[config.mk]
export PLATFORM = sky130hd
export DESIGN_NAME = muldiv_hilo
export DESIGN_NICKNAME = d
export VERILOG_FILES = /design/src/rtl/muldiv_pkg.sv /design/src/rtl/muldiv_ctrl.sv /design/src/rtl/muldiv_datapath.sv /design/src/rtl/muldiv_hilo_regs.sv /design/src/rtl/muldiv_hilo.sv
export SDC_FILE = /design/constraint.sdc
export NUM_CORES = 1
export LEC_CHECK = 0
export ABC_AREA = 1
export BUFFER_PORTS_ARGS = -buffer_cell sky130_fd_sc_hd__buf_2
export CORE_ASPECT_RATIO = 1.2
export CORE_MARGIN = 2
export CORE_UTILIZATION = 29
export DETAILED_ROUTE_END_ITERATION = 8
export PLACE_DENSITY = 0.47
export SLEW_MARGIN = 0
export SYNTH_ARGS = -nofsm -noshare
export SYNTH_HDL_FRONTEND = slang
export SYNTH_SLANG_ARGS = --single-unit
[constraint.sdc]
create_clock -name clk -period 2.2 [get_ports clk]
set_input_delay 0.33 -clock clk [delete_from_list [all_inputs] [get_ports clk]]
set_output_delay 0.33 -clock clk [all_outputs]
set_load 0.02 [all_outputs]
[src/rtl/muldiv_pkg.sv]
package muldiv_pkg;
  typedef enum logic [1:0] {
    OP_MUL_S = 2'd0,
    OP_MUL_U = 2'd1,
    OP_DIV_S = 2'd2,
    OP_DIV_U = 2'd3
  } mdOp_e;

  typedef struct packed {
    logic load;    // capture operands, clear accumulator
    logic step;    // one shift-add or restoring iteration
    logic commit;  // write HI/LO
  } mdStrobe_t;
endpackage

[src/rtl/muldiv_ctrl.sv]
module muldiv_ctrl
  import muldiv_pkg::*;
#(
  parameter int WIDTH = 32
) (
  input  logic      clk,
  input  logic      rstN,
  input  logic      startReq,
  output mdStrobe_t strobes,
  output logic      busy,
  output logic      done
);
  localparam int CNT_W = $clog2(WIDTH) + 1;
  localparam logic [CNT_W-1:0] LAST_STEP = CNT_W'(WIDTH - 1);

  typedef enum logic [1:0] {S_IDLE, S_RUN, S_FIN} ctrlState_e;

  ctrlState_e state;
  logic [CNT_W-1:0] stepCnt;
  logic doneReg;

  always_comb begin
    strobes.load   = (state == S_IDLE) && startReq;
    strobes.step   = (state == S_RUN);
    strobes.commit = (state == S_FIN);
  end

  always_ff @(posedge clk) begin
    if (!rstN) begin
      state   <= S_IDLE;
      stepCnt <= '0;
      doneReg <= 1'b0;
    end else begin
      doneReg <= strobes.commit;
      case (state)
        S_IDLE: if (startReq) begin
          state   <= S_RUN;
          stepCnt <= '0;
        end
        S_RUN: begin
          if (stepCnt == LAST_STEP) state <= S_FIN;
          stepCnt <= stepCnt + 1'b1;
        end
        S_FIN: state <= S_IDLE;
        default: state <= S_IDLE;
      endcase
    end
  end

  assign busy = (state != S_IDLE);
  assign done = doneReg;
endmodule

[src/rtl/muldiv_datapath.sv]
module muldiv_datapath
  import muldiv_pkg::*;
#(
  parameter int WIDTH = 32
) (
  input  logic             clk,
  input  logic             rstN,
  input  mdStrobe_t        strobes,
  input  logic [1:0]       opSel,
  input  logic [WIDTH-1:0] srcA,
  input  logic [WIDTH-1:0] srcB,
  output logic [WIDTH-1:0] resHi,
  output logic [WIDTH-1:0] resLo
);
  localparam int DW = 2 * WIDTH;

  logic             isDiv, negRes, negRem, divZero;
  logic [WIDTH-1:0] dividendRaw, bMag, accLo;
  logic [WIDTH:0]   accHi;

  // operand conditioning
  logic             opSigned, aNeg, bNeg;
  logic [WIDTH-1:0] aMag, bMagIn;
  always_comb begin
    opSigned = (opSel == OP_MUL_S) || (opSel == OP_DIV_S);
    aNeg     = opSigned && srcA[WIDTH-1];
    bNeg     = opSigned && srcB[WIDTH-1];
    aMag     = aNeg ? (~srcA + 1'b1) : srcA;
    bMagIn   = bNeg ? (~srcB + 1'b1) : srcB;
  end

  // one multiply iteration: conditional add, then shift right
  logic [WIDTH:0] mulSum;
  // one restoring divide iteration: shift left, trial subtract
  logic [WIDTH:0] divShift, divDiff;
  always_comb begin
    mulSum   = {1'b0, accHi[WIDTH-1:0]} + {1'b0, (accLo[0] ? bMag : '0)};
    divShift = {accHi[WIDTH-1:0], accLo[WIDTH-1]};
    divDiff  = divShift - {1'b0, bMag};
  end

  always_ff @(posedge clk) begin
    if (!rstN) begin
      isDiv <= 1'b0; negRes <= 1'b0; negRem <= 1'b0; divZero <= 1'b0;
      dividendRaw <= '0; bMag <= '0; accLo <= '0; accHi <= '0;
    end else if (strobes.load) begin
      isDiv       <= opSel[1];
      negRes      <= aNeg ^ bNeg;
      negRem      <= aNeg;
      divZero     <= (srcB == '0);
      dividendRaw <= srcA;
      bMag        <= bMagIn;
      accLo       <= aMag;
      accHi       <= '0;
    end else if (strobes.step) begin
      if (isDiv) begin
        if (!divDiff[WIDTH]) begin
          accHi <= divDiff;
          accLo <= {accLo[WIDTH-2:0], 1'b1};
        end else begin
          accHi <= divShift;
          accLo <= {accLo[WIDTH-2:0], 1'b0};
        end
      end else begin
        accHi <= {1'b0, mulSum[WIDTH:1]};
        accLo <= {mulSum[0], accLo[WIDTH-1:1]};
      end
    end
  end

  // result formation from magnitudes
  logic [DW-1:0]    prodMag, prodFix;
  logic [WIDTH-1:0] quoFix, remFix;
  always_comb begin
    prodMag = {accHi[WIDTH-1:0], accLo};
    prodFix = negRes ? (~prodMag + 1'b1) : prodMag;
    quoFix  = negRes ? (~accLo + 1'b1) : accLo;
    remFix  = negRem ? (~accHi[WIDTH-1:0] + 1'b1) : accHi[WIDTH-1:0];
    if (!isDiv) begin
      resHi = prodFix[DW-1:WIDTH];
      resLo = prodFix[WIDTH-1:0];
    end else if (divZero) begin
      resHi = dividendRaw;
      resLo = '1;
    end else begin
      resHi = remFix;
      resLo = quoFix;
    end
  end
endmodule

[src/rtl/muldiv_hilo_regs.sv]
module muldiv_hilo_regs
  import muldiv_pkg::*;
#(
  parameter int WIDTH = 32
) (
  input  logic             clk,
  input  logic             rstN,
  input  mdStrobe_t        strobes,
  input  logic [WIDTH-1:0] resHi,
  input  logic [WIDTH-1:0] resLo,
  output logic [WIDTH-1:0] hiReg,
  output logic [WIDTH-1:0] loReg
);
  always_ff @(posedge clk) begin
    if (!rstN) begin
      hiReg <= '0;
      loReg <= '0;
    end else if (strobes.commit) begin
      hiReg <= resHi;
      loReg <= resLo;
    end
  end
endmodule

[src/rtl/muldiv_hilo.sv]
module muldiv_hilo
  import muldiv_pkg::*;
#(
  parameter int WIDTH = 32
) (
  input  logic             clk,
  input  logic             rstN,
  input  logic             startReq,
  input  logic [1:0]       opSel,
  input  logic [WIDTH-1:0] srcA,
  input  logic [WIDTH-1:0] srcB,
  output logic             busy,
  output logic             done,
  output logic [WIDTH-1:0] hiOut,
  output logic [WIDTH-1:0] loOut
);
  mdStrobe_t        strobes;
  logic [WIDTH-1:0] resHi, resLo;

  muldiv_ctrl #(.WIDTH(WIDTH)) u_ctrl (
    .clk(clk), .rstN(rstN), .startReq(startReq),
    .strobes(strobes), .busy(busy), .done(done)
  );

  muldiv_datapath #(.WIDTH(WIDTH)) u_dp (
    .clk(clk), .rstN(rstN), .strobes(strobes), .opSel(opSel),
    .srcA(srcA), .srcB(srcB), .resHi(resHi), .resLo(resLo)
  );

  muldiv_hilo_regs #(.WIDTH(WIDTH)) u_regs (
    .clk(clk), .rstN(rstN), .strobes(strobes),
    .resHi(resHi), .resLo(resLo), .hiReg(hiOut), .loReg(loOut)
  );
endmodule

=== Word-level counts from Yosys, hierarchy flattened ===
Index checks and enable logic that the tools add are counted.

* Register bits: 205
* Bits of input ports: 69
* Output and inout port bits: 66
* Word-level logic and storage cells: 68

* Add/subtract/negate cells: 8
* Equal/unequal tests: 6
* Muxes and demuxes: 21
* Bitwise logic cells: 7
* Reduce and logical (&&, ||, !) cells: 13

{| class="wikitable"
|+ Operators by type and width
! operator !! count
|-
| two-way mux 32 bit || 14
|-
| adder 32 x 1 -> 32 bit, second input constant || 4
|-
| NOT 32 bit || 4
|-
| adder 64 x 1 -> 64 bit, second input constant || 1
|-
| two-way mux 64 bit || 1
|-
| NOT 64 bit || 1
|-
| adder 32 x 32 -> 33 bit || 1
|-
| subtractor 33 x 32 -> 33 bit || 1
|-
| zero test 32 bit || 1
|-
| one-hot mux 6 bit (2 select lines) || 1
|-
| adder 6 x 1 -> 6 bit, second input constant || 1
|-
| equality test 6 x 5 -> 1 bit, second input constant || 1
|-
| two-way mux 6 bit || 1
|-
| nonzero test 2 bit || 3
|-
| equality test 2 bit, second input constant || 2
|-
| zero test 2 bit || 2
|-
| two-way mux 2 bit || 2
|-
| one-hot mux 2 bit (2 select lines) || 1
|-
| AND reduction 2 bit || 2
|-
| logical AND 1 bit || 3
|-
| equality test 2 x 1 -> 1 bit, second input constant || 1
|-
| != test 2 x 1 -> 1 bit, second input constant || 1
|-
| != test 2 bit, second input constant || 1
|-
| OR reduction 2 bit || 1
|-
| 4 further kinds || 4
|}

=== Logic depth before layout (Yosys ltp) ===
* Word-level depth: 5
* Depth in mapped cells: 20
* Gate-level depth less buffers: 19

=== Modules after synthesis ===
Synthesis repeated with hierarchy kept, for this count alone.

* Cells, all modules: 3,471
* Area total of the unflattened synthesis: 19,147.1 µm²

{| class="wikitable"
|+ By module, submodules not included
! module !! instances !! cells an instance !! area an instance (µm²)
|-
| muldiv_datapath || 1 || 3,004 || 16,061.7
|-
| muldiv_hilo_regs || 1 || 405 || 2,670.1
|-
| muldiv_ctrl || 1 || 62 || 415.4
|}

=== Least setup slack after synthesis ===
OpenSTA, ideal clock, no wires.

* Kind: register -> register
* Start: register u_dp.accLo[0]
* End: register u_dp.accHi[29]
* Arrival: 2.238 ns
* Required time: 2.083 ns
* Path slack: -0.155 ns
* Stages on the path, launching flop included: 19
* Clock period less this slack: 2.355 ns
* Cells stage by stage: dfxtp_1 -> buf_6 -> clkbuf_1 -> nand2_1 -> inv_1 -> ha_1 -> fa_1 -> nand3_1 -> nand2_1 -> nand3_1 -> nand2_1 -> nand2_1 -> nand2_1 -> nand2_1 -> nand3_1 -> nand3_1 -> nand2_1 -> a21oi_1 -> nor2_1

* Cells in the longest elaborated chain, start to end: 3

{| class="wikitable"
|+ Ends and longest elaborated chain
! what !! RTL line !! source
|-
| start: declaration || muldiv_datapath.sv:18 || <nowiki>logic [WIDTH-1:0] dividendRaw, bMag, accLo;</nowiki>
|-
| start signal: assignment || muldiv_datapath.sv:53 || <nowiki>accLo <= aMag;</nowiki>
|-
| start signal: assignment || muldiv_datapath.sv:59 || <nowiki>accLo <= {accLo[WIDTH-2:0], 1'b1};</nowiki>
|-
| start signal: assignment || muldiv_datapath.sv:62 || <nowiki>accLo <= {accLo[WIDTH-2:0], 1'b0};</nowiki>
|-
| two-way mux 32 bit || muldiv_datapath.sv:37 || <nowiki>mulSum = {1'b0, accHi[WIDTH-1:0]} + {1'b0, (accLo[0] ? bMag : '0)};</nowiki>
|-
| adder 32 x 32 -> 33 bit || muldiv_datapath.sv:37 ||
|-
| two-way mux 32 bit || muldiv_datapath.sv:56 || <nowiki>if (isDiv) begin</nowiki>
|-
| end signal: assignment || muldiv_datapath.sv:58 || <nowiki>accHi <= divDiff;</nowiki>
|-
| end signal: assignment || muldiv_datapath.sv:61 || <nowiki>accHi <= divShift;</nowiki>
|-
| end signal: assignment || muldiv_datapath.sv:65 || <nowiki>accHi <= {1'b0, mulSum[WIDTH:1]};</nowiki>
|-
| end: declaration || muldiv_datapath.sv:19 || <nowiki>logic [WIDTH:0] accHi;</nowiki>
|}

Every way passes these cells.
A chain may end at the register's enable or synchronous reset.

=== Worst setup path after layout ===
* Start: register u_dp.accLo[31]
* End: register u_dp.accHi[27]

* Cells in the longest elaborated chain, start to end: 3

{| class="wikitable"
|+ Ends and longest elaborated chain
! what !! RTL line !! source
|-
| subtractor 33 x 32 -> 33 bit || muldiv_datapath.sv:39 || <nowiki>divDiff = divShift - {1'b0, bMag};</nowiki>
|-
| two-way mux 32 bit || muldiv_datapath.sv:57 || <nowiki>if (!divDiff[WIDTH]) begin</nowiki>
|-
| two-way mux 32 bit || muldiv_datapath.sv:56 ||
|}

Every way passes these cells.

==> run_results.csv <==
group,metric,value,unit
synth,ys_seq_elements,205,
setup_path,rr_startpoint,"u_dp.accLo[31]",
cts,clkLatencyLatePin,590,ps
timing,slew_violations,0,
detailed_routing,routed_wl,93400,µm
detailed_routing,via_count,22700,
placement,io_buffers,134,
grt,grt_max_degree,111,
synth,synth-edff-count,0,
timing,finalSetupViolCount,31,
timing,fin_crit_sh,107,%
grt,grt_pass1_wl,135000,µm
die,die_y,278,µm
hold_path,hold_depth,3,
hold_path,min_to,"u_dp.isDiv",
detailed_routing,vias_per_cell,4.97,
cts,cts_tree,"done",
detailed_routing,wl_per_cell,20.4,µm
synth,synth_xor_area_share,3.37,%
power_and_ir_drop,intPower,0.0106,W
finish,syn_to_final_growth,42.0,%
setup_path,path_class,"reg2reg",
placement,place.gp.congestion,0.943,
cts,clockBufferDepth,3,
cts,cts_hold_buf,0,
timing,hold_viol,0,
die,start_util,29.3,%
power_and_ir_drop,p_switching,0.00766,W
detailed_routing,drt_first_iter_violations,1373,
synth,async_flop_share,0,%
die,core,62100,µm²
power_and_ir_drop,ir_drop,716,µV
flow_run,cap_violations,0,
setup_path,critPathArrivalTime,2860,ps
grt,gr-total-overflow,0,
placement,place_area,23300,µm²
timing,fin_skew,26.4,ps
synth,synth_fp_nets,3324,
power_and_ir_drop,p_per_area,705,nW/µm²
die,boundaryPins,135,
finish,final_area,25900,µm²
placement,dp_hpwl,76200,µm
cts,cts_buffers,28,
hold_path,worstHoldStart,"opSel[1]",
grt,antenna_found_initial,2,
finish,fill_cells,6890,
detailed_routing,ant_nets,0,
power_and_ir_drop,pwr-share-clk,27.1,%
synth,dominantRegCellSynth,"dfxtp_1",
setup_path,ff2ff_path_depth,19,
synth,syn_inst,3184,
timing,worst_pin_slew,719,ps
setup_path,rrSetupSlack,-150,ps
cts,cts_root_buffer,"clkbuf_16",
die,fp.dieArea,64800,µm²
synth,synth_compound_area_share,20.4,%
setup_path,crit_chain,"inv_2 > ha_4 > fa_2 > inv_2 > nand2_2 > nand2_2 > nand3_2 > nand2_4 > nand2_4 > nand2_4 > nand2_4 > nand2_4 > nand2_8 > nand2_8 > buf_12 > nand2_2 > nand2_1 > nand2_1 > a21oi_2",
power_and_ir_drop,seq_power_share,24.2,%
timing,slew_headroom,52.0,%
timing,hold_slack,24.5,ps
detailed_routing,drc_errors,0,
synth,synth_top_family_by_area,"simple AND/OR/NAND/NOR gates",
synth,syn_avg_cell_area,5.72,µm²
synth,synth.yosys.warnings,0,
hold_path,worstHoldPathType,"in2reg",
power_and_ir_drop,swShare,42.0,%
setup_path,crit_slowest_cell,"dfxtp_2",
synth,synth-simple-area-share,35.6,%
detailed_routing,firstDrtPassIters,5,
cts,cts-htree-levels,1,
timing,setup_ws,-147,ps
setup_path,critPathRequiredTime,2710,ps
synth,yosysUniqueCellTypes,56,
synth,syn_area,18200,µm²
finish,layout.cells.non_filler,4575,
timing,rsz0062_at_grt,"true",
die,die_width,233,µm
setup_path,cp-start-kind,"register",
placement,pre_cts_ws,-296,ps
status,violations,"setup timing",
cts,clk_pin_slew,60,ps
finish,drive_gt1_share,27.6,%
grt,grt_pass1_vias,21900,
placement,dp.cells,4493,
cts,clock-sinks,205,
status,status,"finished, violations left",
setup_path,path_max_fanout,8,
die,num_rows,100,
setup_path,cp-end-kind,"register",
setup_path,cpMostUsedCell,"nand2_4",
synth,synth_adder_area_share,4.96,%
power_and_ir_drop,power.leakage,13.0,nW
setup_path,timing.rr.end,"u_dp.accHi[27]",
synth,synth_seq_area_share,22.5,%
timing,min_period,2350,ps
power_and_ir_drop,power_frac_comb,48.7,%
setup_path,slowest_delay,350,ps
grt,grt_usage,27.9,%
finish,layout.nets,3874,
synth,synthMuxAreaShare,0,%
timing,fmax,0.426,GHz
-- per-stage QoR --
stage | utilization [%] | power, W | setup TNS (ps)
after CTS | 40.3 | 0.0178 | -3560
after global placement | 37.5 | 0.0122 | -8610
final | 41.7 | 0.0182 | -2510
after floorplan | - | 0.00850 | -13.9
after detailed placement | 37.5 | 0.0122 | -8570
after global routing | 41.7 | 0.0191 | -6420
-- synthesized netlist by cell type, drive strengths merged, types with 10 or more instances --
master  number  area [µm²]
buf         28         153
nand3      241        1230
ha          69         863
clkbuf      96         360
a21oi      257        1310
nor3        41         226
a31oi       15        93.8
nand4       36         225
o22ai       20         125
o21ai      297        1500
xor2        60         526
nand2      846        3240
dfxtp      205        4100
inv        496        1860
xnor2       10        87.6
nor2       345        1360
o221ai      13         114
o211ai      32         240
-- worst max-delay path, delay by kind of cell (launching register included) --
family | cells | cell delay [ps]
adder cells (fa/ha/maj) | 2 | 490
buffers and inverters | 3 | 290
flip-flops | 1 | 350
AO/OA/AOI/OAI | 1 | 160
AND/OR/NAND/NOR | 13 | 1000
-- flip-flops by register name (all words and copies together), names as in the netlist --
signal	flops
u_dp.accHi	32
u_dp.accLo	32
u_dp.bMag	32
u_dp.dividendRaw	32
u_regs.hiReg	32
u_regs.loReg	32
u_ctrl.stepCnt	6
u_ctrl.state	2
u_ctrl.done	1
u_dp.divZero	1
u_dp.isDiv	1
u_dp.negRem	1
u_dp.negRes	1
-- area by class of cell --
class / count / area (µm²) / area share (%)
Antenna cell: 3 / 7.51 / 0.0290
Clock buffer: 42 / 845 / 3.27
Clock inverter: 10 / 145 / 0.561
Inverter: 500 / 1880 / 7.27
Multi-Input combinational cell: 2355 / 13000 / 50.3
Sequential cell: 205 / 4160 / 16.1
Tap cell: 816 / 1020 / 3.95
Timing Repair Buffer: 644 / 4790 / 18.5
-- worst max path at each step --
stage | from | endpoint | slack (ps) | cells after the start
after floorplan | u_dp.accLo[0] | u_dp.accHi[29] | -10 | 18
after global placement | u_dp.accLo[0] | u_dp.accHi[15] | -270 | 16
after detailed placement | u_dp.accLo[0] | u_dp.accHi[15] | -300 | 16
after CTS | u_dp.accLo[31] | u_dp.accHi[27] | -160 | 19
after global routing | u_dp.accLo[31] | u_dp.accHi[6] | -260 | 18
final | u_dp.accLo[31] | u_dp.accHi[27] | -150 | 19
-- layer usage --
layer  GRT usage, %  up-vias  part of all wire, %  wire length [µm]
li1               -    11400                    -                 -
met1           31.0    10500                   38             35800
met2           50.7      604                   50             46600
met3           2.20      236                  3.6              3350
met4           18.3        0                  8.2              7620
met5              0        -                    0                 0
-- cell usage in the layout (no fill, tap or decap), types with 36 or more instances in the layout --
cell,n
nand2_1,771
buf_4,485
inv_1,481
nor2_1,280
o21ai_0,261
a21oi_1,213
nand3_1,195
dfxtp_1,173
buf_2,133
nand2_2,58
xor2_1,58
nor2_2,43
a21oi_2,43
nand3_2,41
nand4_1,36
-- power by group through the flow --
stage                     sequential (W)  clock, W  combinational (W)
after floorplan                  0.00440         0            0.00411
after global placement           0.00446         0            0.00775
after detailed placement         0.00446         0            0.00773
after CTS                        0.00440   0.00500            0.00842
after global routing             0.00443   0.00514            0.00958
final                            0.00441   0.00493            0.00888
-- repair_timing --
item	4_1_cts	5_1_grt
buffers inserted	13	15
setup endpoints to repair	56	67
cloned	1	1
pin swaps	34	56
resized for setup	161	199
-- cells by family (layout without fill, tap and decap cells) --
logic type | Yosys count | after routing
other | 0 | 3
AND/OR/NAND/NOR | 1539 | 1539
buffers and inverters | 624 | 1196
flip-flops | 205 | 205
XOR/XNOR | 70 | 70
AO/OA/AOI/OAI | 675 | 675
adder cells (fa/ha/maj) | 71 | 71
(Power assumes the default switching activity.)
